### src/rtl/cfg_smb_pkg.sv
package cfg_smb_pkg;
  localparam int unsigned NUM_REGS  = 23;
  localparam int unsigned STRAP_W   = 6;
  localparam int unsigned STRAP_IDX = 5;
  localparam int unsigned ID_IDX    = 8;
  localparam logic [7:0]  ID_VALUE  = 8'hF1;
  localparam logic [6:0]  DEV_ADDR  = 7'h69;

  typedef enum logic [2:0] {ST_IDLE, ST_RX, ST_ACK, ST_TX, ST_TXACK} smb_state_e;
  typedef enum logic [1:0] {PH_ADDR, PH_INDEX, PH_COUNT, PH_DATA} smb_phase_e;

  function automatic logic [7:0] reg_default(int unsigned i);
    case (i)
      0, 1, 2, 3, 7, 10: return 8'hFF;
      6:                 return 8'h0B;
      9:                 return 8'hB1;
      11:                return 8'h3F;
      18:                return 8'h44;
      19:                return 8'h40;
      default:           return 8'h00;
    endcase
  endfunction
endpackage

### src/rtl/smb_line_filter.sv
module smb_line_filter #(
  parameter int unsigned SYNC_LEN = 2,
  parameter int unsigned FILT_LEN = 4
) (
  input  logic clk_i,
  input  logic rst_ni,
  input  logic line_i,
  output logic line_o
);
  localparam int unsigned CW = $clog2(FILT_LEN + 1);

  logic [SYNC_LEN-1:0] sync_q;
  logic [CW-1:0]       cnt_q;
  logic                synced;

  assign synced = sync_q[SYNC_LEN-1];

  // idle bus level is high
  always_ff @(posedge clk_i or negedge rst_ni) begin
    if (!rst_ni) begin
      sync_q <= '1;
      cnt_q  <= '0;
      line_o <= 1'b1;
    end else begin
      sync_q <= {sync_q[SYNC_LEN-2:0], line_i};
      if (synced == line_o) begin
        cnt_q <= '0;
      end else if (cnt_q == CW'(FILT_LEN - 1)) begin
        line_o <= synced;
        cnt_q  <= '0;
      end else begin
        cnt_q <= cnt_q + 1'b1;
      end
    end
  end


  filt_hold_chk: assert property (@(posedge clk_i) disable iff (!rst_ni)
    (line_o != $past(line_o)) |-> $past(cnt_q) == CW'(FILT_LEN - 1));
endmodule

### src/rtl/smb_proto_fsm.sv
module smb_proto_fsm
  import cfg_smb_pkg::*;
(
  input  logic       clk_i,
  input  logic       rst_ni,
  input  logic       scl_i,
  input  logic       sda_i,
  output logic       sda_oe_o,
  output logic       wr_en_o,
  output logic [7:0] wr_idx_o,
  output logic [7:0] wr_data_o,
  output logic [7:0] rd_idx_o,
  input  logic [7:0] rd_data_i
);
  smb_state_e state_q;
  smb_phase_e phase_q;
  logic       scl_d_q, sda_d_q, rd_mode_q, cnt_pend_q, mack_q;
  logic [3:0] bit_q;
  logic [7:0] sh_q, idx_q, cnt_q;
  logic       scl_rise, scl_fall, start_evt, stop_evt, byte_done;

  assign scl_rise  = scl_i & ~scl_d_q;
  assign scl_fall  = ~scl_i & scl_d_q;
  assign start_evt = scl_i & scl_d_q & sda_d_q & ~sda_i;
  assign stop_evt  = scl_i & scl_d_q & ~sda_d_q & sda_i;
  assign byte_done = (state_q == ST_RX) && scl_fall && (bit_q == 4'd8);

  assign wr_en_o   = byte_done && (phase_q == PH_DATA) && !rd_mode_q;
  assign wr_idx_o  = idx_q;
  assign wr_data_o = sh_q;
  assign rd_idx_o  = idx_q;
  assign sda_oe_o  = (state_q == ST_ACK) || ((state_q == ST_TX) && !sh_q[7]);

  function automatic logic [7:0] idx_next(logic [7:0] i);
    return (i == 8'hFF) ? i : i + 8'd1;
  endfunction

  always_ff @(posedge clk_i or negedge rst_ni) begin
    if (!rst_ni) begin
      state_q    <= ST_IDLE;
      phase_q    <= PH_ADDR;
      scl_d_q    <= 1'b1;
      sda_d_q    <= 1'b1;
      rd_mode_q  <= 1'b0;
      cnt_pend_q <= 1'b0;
      mack_q     <= 1'b0;
      bit_q      <= '0;
      sh_q       <= '0;
      idx_q      <= '0;
      cnt_q      <= '0;
    end else begin
      scl_d_q <= scl_i;
      sda_d_q <= sda_i;
      if (stop_evt) begin
        state_q <= ST_IDLE;
      end else if (start_evt) begin
        state_q <= ST_RX;
        phase_q <= PH_ADDR;
        bit_q   <= '0;
      end else begin
        case (state_q)
          ST_RX: begin
            if (scl_rise && bit_q != 4'd8) begin
              sh_q  <= {sh_q[6:0], sda_i};
              bit_q <= bit_q + 4'd1;
            end else if (byte_done) begin
              bit_q   <= '0;
              state_q <= ST_ACK;
              case (phase_q)
                PH_ADDR: begin
                  if (sh_q[7:1] == DEV_ADDR) begin
                    rd_mode_q  <= sh_q[0];
                    cnt_pend_q <= 1'b1;
                    phase_q    <= sh_q[0] ? PH_DATA : PH_INDEX;
                  end else begin
                    state_q <= ST_IDLE;
                  end
                end
                PH_INDEX: begin
                  idx_q   <= sh_q;
                  phase_q <= PH_COUNT;
                end
                PH_COUNT: begin
                  cnt_q   <= sh_q;
                  phase_q <= PH_DATA;
                end
                default: idx_q <= idx_next(idx_q);
              endcase
            end
          end
          ST_ACK: begin
            if (scl_fall) begin
              bit_q <= '0;
              if (rd_mode_q) begin
                state_q    <= ST_TX;
                cnt_pend_q <= 1'b0;
                if (cnt_pend_q) begin
                  sh_q <= cnt_q;
                end else begin
                  sh_q  <= rd_data_i;
                  idx_q <= idx_next(idx_q);
                end
              end else begin
                state_q <= ST_RX;
              end
            end
          end
          ST_TX: begin
            if (scl_fall) begin
              if (bit_q == 4'd7) begin
                state_q <= ST_TXACK;
                bit_q   <= '0;
              end else begin
                sh_q  <= {sh_q[6:0], 1'b0};
                bit_q <= bit_q + 4'd1;
              end
            end
          end
          ST_TXACK: begin
            if (scl_rise) begin
              mack_q <= ~sda_i;
            end else if (scl_fall) begin
              if (mack_q) begin
                state_q <= ST_TX;
                sh_q    <= rd_data_i;
                idx_q   <= idx_next(idx_q);
                bit_q   <= '0;
              end else begin
                state_q <= ST_IDLE;
              end
            end
          end
          default: ;
        endcase
      end
    end
  end


  sda_hold_chk: assert property (@(posedge clk_i) disable iff (!rst_ni)
    (scl_i && $past(scl_i) && !$past(start_evt) && !$past(stop_evt)) |-> $stable(sda_oe_o));


  ack_src_chk: assert property (@(posedge clk_i) disable iff (!rst_ni)
    (state_q == ST_ACK && $past(state_q) != ST_ACK) |-> ($past(state_q) == ST_RX && $past(scl_fall)));


  tx_src_chk: assert property (@(posedge clk_i) disable iff (!rst_ni)
    (state_q == ST_TX && $past(state_q) != ST_TX) |-> ($past(state_q) == ST_ACK || $past(state_q) == ST_TXACK));


  stop_idle_chk: assert property (@(posedge clk_i) disable iff (!rst_ni)
    $past(stop_evt) |-> state_q == ST_IDLE);
endmodule

### src/rtl/cfg_reg_bank.sv
module cfg_reg_bank
  import cfg_smb_pkg::*;
#(
  parameter int unsigned NREG = NUM_REGS
) (
  input  logic                 clk_i,
  input  logic                 rst_ni,
  input  logic                 wr_en_i,
  input  logic [7:0]           wr_idx_i,
  input  logic [7:0]           wr_data_i,
  input  logic [7:0]           rd_idx_i,
  output logic [7:0]           rd_data_o,
  input  logic [STRAP_W-1:0]   strap_i,
  output logic [NREG*8-1:0]    regs_o
);
  localparam int unsigned IW    = $clog2(NREG);
  localparam int unsigned DEPTH = 1 << IW;

  logic [7:0] bytes [DEPTH];

  for (genvar g = 0; g < DEPTH; g++) begin : g_reg
    if (g >= NREG) begin : g_pad
      assign bytes[g] = 8'h00;
    end else if (g == STRAP_IDX) begin : g_strap
      assign bytes[g] = {{(8 - STRAP_W){1'b0}}, strap_i};
    end else if (g == ID_IDX) begin : g_id
      assign bytes[g] = ID_VALUE;
    end else begin : g_rw
      logic [7:0] q;
      always_ff @(posedge clk_i or negedge rst_ni) begin
        if (!rst_ni)                                q <= reg_default(g);
        else if (wr_en_i && wr_idx_i == 8'(g))      q <= wr_data_i;
      end
      assign bytes[g] = q;
    end
    if (g < NREG) begin : g_out
      assign regs_o[g*8 +: 8] = bytes[g];
    end
  end

  assign rd_data_o = (rd_idx_i < 8'(NREG)) ? bytes[rd_idx_i[IW-1:0]] : 8'h00;


  wr_land_chk: assert property (@(posedge clk_i) disable iff (!rst_ni)
    (wr_en_i && wr_idx_i < 8'(NREG) && wr_idx_i != 8'(ID_IDX) && wr_idx_i != 8'(STRAP_IDX))
    |=> bytes[$past(wr_idx_i[IW-1:0])] == $past(wr_data_i));


  oor_drop_chk: assert property (@(posedge clk_i) disable iff (!rst_ni)
    (wr_en_i && wr_idx_i >= 8'(NREG) && $stable(strap_i)) |=> $stable(regs_o));
endmodule

### src/rtl/cfg_smbus_slave.sv
module cfg_smbus_slave
  import cfg_smb_pkg::*;
#(
  parameter int unsigned SYNC_LEN = 2,
  parameter int unsigned FILT_LEN = 4,
  parameter int unsigned NREG     = NUM_REGS
) (
  input  logic               clk_i,
  input  logic               rst_ni,
  input  logic               scl_i,
  input  logic               sda_i,
  output logic               sda_oe_o,
  input  logic [STRAP_W-1:0] strap_i,
  output logic [NREG*8-1:0]  regs_o
);
  logic       scl_f, sda_f, wr_en;
  logic [7:0] wr_idx, wr_data, rd_idx, rd_data;

  smb_line_filter #(.SYNC_LEN(SYNC_LEN), .FILT_LEN(FILT_LEN)) u_scl_filt (
    .clk_i(clk_i), .rst_ni(rst_ni), .line_i(scl_i), .line_o(scl_f));

  smb_line_filter #(.SYNC_LEN(SYNC_LEN), .FILT_LEN(FILT_LEN)) u_sda_filt (
    .clk_i(clk_i), .rst_ni(rst_ni), .line_i(sda_i), .line_o(sda_f));

  smb_proto_fsm u_fsm (
    .clk_i(clk_i), .rst_ni(rst_ni), .scl_i(scl_f), .sda_i(sda_f),
    .sda_oe_o(sda_oe_o), .wr_en_o(wr_en), .wr_idx_o(wr_idx), .wr_data_o(wr_data),
    .rd_idx_o(rd_idx), .rd_data_i(rd_data));

  cfg_reg_bank #(.NREG(NREG)) u_bank (
    .clk_i(clk_i), .rst_ni(rst_ni), .wr_en_i(wr_en), .wr_idx_i(wr_idx),
    .wr_data_i(wr_data), .rd_idx_i(rd_idx), .rd_data_o(rd_data),
    .strap_i(strap_i), .regs_o(regs_o));
endmodule

### config.mk
export PLATFORM = sky130hd
export DESIGN_NAME = cfg_smbus_slave
export DESIGN_NICKNAME = d
export VERILOG_FILES = /design/src/rtl/cfg_smb_pkg.sv /design/src/rtl/smb_line_filter.sv /design/src/rtl/smb_proto_fsm.sv /design/src/rtl/cfg_reg_bank.sv /design/src/rtl/cfg_smbus_slave.sv
export SDC_FILE = /design/constraint.sdc
export NUM_CORES = 1
export LEC_CHECK = 0
export BUFFER_PORTS_ARGS = -buffer_cell sky130_fd_sc_hd__buf_4
export CAP_MARGIN = 20
export CORE_MARGIN = 2
export CORE_UTILIZATION = 48
export DETAILED_ROUTE_END_ITERATION = 8
export GPL_TIMING_DRIVEN = 0
export PLACE_DENSITY_LB_ADDON = 0.1
export SYNTH_ARGS = -nofsm -noshare
export SYNTH_HDL_FRONTEND = slang
export SYNTH_HIERARCHICAL = 1
export SYNTH_SLANG_ARGS = --single-unit
### constraint.sdc
create_clock -name clk_i -period 6.6 [get_ports clk_i]
set_input_delay 0.33 -clock clk_i [delete_from_list [all_inputs] [get_ports clk_i]]
set_output_delay 0.33 -clock clk_i [all_outputs]
set_load 0.01 [all_outputs]
==> reports/qor.txt <==
RSZ-0062 raised after global routing - no
WP data arrival - 3.83 ns
die area - 24700 µm²
vias per inst - 5.81
CTS Hold Bufs - 3
number of synthesized register bits - 218
Design Area, Final - 13900 µm²
Rows - 56
Detail Route Antenna Nets - 0
Slew headroom - 32.3%
share of post-route cells with drive strength above 1 - 50.9%
reg2reg start - u_fsm/state_q[1]
Setup crit start kind - register
Crit Path Class - reg -> reg
initial antenna violation count - 0
Least-Margin Pin Slew - 1.01 ns
H-tree Lvls - 1
clock root cell - clkbuf_16
CP Capture Type - register
postcts setup bufs - 0
CTS buffer count - 25
max incr delay on CP - 0.83 ns
flop2flop setup slack - 3.17 ns
WL per Instance - 23.3 µm
placed cell area - 13100 µm²
final setup skew - 0.0236 ns
Distinct cells, synth - 84
Async SR Flop Fraction - 100%
area of the mapped netlist - 11300 µm²
Peak VDD IR - 0.249 mV
routability congestion estimate - 0.895
Hold Crit Class - reg -> reg
Seq/Total Area, Yosys - 49.3%
clock period minus worst slack - 3.43 ns
Post-Synthesis Cells - 891
final net count - 1133
post-route clock period utilization - 52.0%
maximum clock rate - 291 MHz
# fillers - 1983
pin count of the biggest net entering global routing - 116
final slew viol count - 0
critical-path maximum fanout - 10
global router's overall resource usage - 27.3%
die width - 157 µm
HP Start - u_sda_filt/sync_q[0]
io pins - 195
most frequent cells in the layout - 210 x buf_4, 182 x mux2_2, 146 x dfrtp_1
most common cell after layout, fill and taps aside - buf_4
EDFF count, synth - 0
top_reg_cell synth - dfrtp_1
global-route wire length before repair - 50500 µm
Power per Cell Area - 315 nW/µm²
DRC Markers - 0
# diodes - 0
CORE AREA - 23300 µm²
Total Power - 4.39 mW
count of final setup violators - 0
status - complete, no violations
Final Hold Fails - 0
Leakage Power - 6.71 nW
worst reg2reg path depth - 8
Cells after DPL - 1403
Port-buffer cells - 184
vias in the first global route - 8146
TritonRoute pass-1 iters - 5
DP HPWL - 24200 µm
slowest stage cell, crit path - nor2_1
vias - 8425
drt initial violations - 719
CTS tree - done
crit-path cells - buf_4 -> or3b_4 -> nor3_4 -> and3b_1 -> nor3b_1 -> nand4b_1 -> nor2_1 -> mux2_2
Synth warnings - 6
Post-Route WL - 33800 µm
DIE HEIGHT - 157 µm
Crit path required time - 7.00 ns
synthesized area per cell - 12.6 µm²
Max Cap Violations - 0
GRT overflow - 0
Clock transition at path regs - 0.06 ns
clock latency on the worst-skew pair - 0.53 ns
R2R Path End - u_bank/g_reg[11].g_rw.q[7]
Hold Path Cell Cnt - 0
Core Util, Final - 59.9%
Hold EP - u_sda_filt/sync_q[1]
Clock Path Buffers - 3
CTS resizes - 0
clock sink count - 218
Layout Cells excl Fill - 1451
area delta synth->final - 23.9%
setup TNS - 0 ns
effective utilization at floorplan - 48.4%
## through the flow
stage,hold slack (ns),setup WS [ns]
after CTS,0.356,3.24
after detailed placement,0.347,3.28
after global placement,0.346,3.33
after floorplan,0.0344,3.78
final,0.355,3.17
after global routing,0.360,3.13
## synth_stat cells, types with 16 or more instances
cell type	number	share of area (%)
mux2_2	182	18
dfrtp_1	146	32
dfstp_2	72	17
mux2i_1	46	4.1
nand2_1	34	1.1
buf_4	27	1.8
clkbuf_1	27	0.90
a21oi_1	24	1.1
nand3_1	23	1.0
buf_2	21	0.93
o21ai_0	21	0.93
inv_1	20	0.67
mux4_2	16	3.2
## cell families after synthesis
family,synth area share (%)
other,0.0668
adder cells (fa/ha/maj),1.00
multiplexers,25.8
XOR/XNOR,0.311
flip-flops,49.3
AO/OA/AOI/OAI,9.43
AND/OR/NAND/NOR,9.42
buffers and inverters,4.64
## flip-flops by register name, summed over array words and instances, names as in the netlist
signal             flops
u_bank/g.g_rw.q      168
u_fsm/cnt_q            8
u_fsm/rd_idx_o         8
u_fsm/wr_data_o        8
u_fsm/bit_q            4
u_fsm/state_q          3
u_scl_filt/cnt_q       3
u_sda_filt/cnt_q       3
u_fsm/phase_q          2
u_scl_filt/sync_q      2
u_sda_filt/sync_q      2
u_fsm/cnt_pend_q       1
u_fsm/mack_q           1
u_fsm/rd_mode_q        1
u_fsm/scl_d_q          1
u_fsm/sda_d_q          1
u_scl_filt/line_o      1
u_sda_filt/line_o      1
## per-layer routing
metal | vias up | GRT usage [%] | share of wire (%)
met5 | - | 0 | 0
met4 | 0 | 6.49 | 2.3
met3 | 51 | 6.19 | 8.4
met2 | 362 | 42.0 | 45
met1 | 4270 | 39.5 | 44
li1 | 3742 | - | -
## worst max-delay path by stage
stage                     start                         end  slack, ns
2_1_floorplan  u_fsm/state_q[1]  u_bank/g_reg[16].g_rw.q[0]       3.78
3_3_place_gp   u_fsm/state_q[1]   u_bank/g_reg[4].g_rw.q[7]       3.33
3_5_place_dp   u_fsm/state_q[1]  u_bank/g_reg[11].g_rw.q[7]       3.28
4_1_cts        u_fsm/state_q[1]  u_bank/g_reg[11].g_rw.q[6]       3.24
5_1_grt        u_fsm/state_q[1]  u_bank/g_reg[11].g_rw.q[7]       3.13
6_report       u_fsm/state_q[1]  u_bank/g_reg[11].g_rw.q[7]       3.17
## power breakdown
| group | total [mW] | internal [mW] | leakage, nW | switching, mW |
|---|---|---|---|---|
| sequential | 1.57 | 1.42 | 2.74 | 0.154 |
| clock | 1.38 | 0.819 | 0.411 | 0.559 |
| combinational | 1.44 | 0.497 | 3.56 | 0.939 |
## critical path, delay by kind of cell, from the launching register on
kind / cells / cell delay (ns)
buffers and inverters: 1 / 0.19
and+or+nand+nor: 6 / 2.31
DFF: 1 / 0.41
muxes: 1 / 0.41
## final cells by class
cell class	count	area, µm²	area share, %
multi-input cells	580	5210	37.4
clock inverters	12	116	0.835
well taps	319	399	2.86
flip-flops and latches	218	5550	39.8
plain buffers	80	443	3.18
clock buffers	33	696	4.99
repair buffers	188	1450	10.4
inverters	21	78.8	0.566
(Power assumes the default switching activity.)
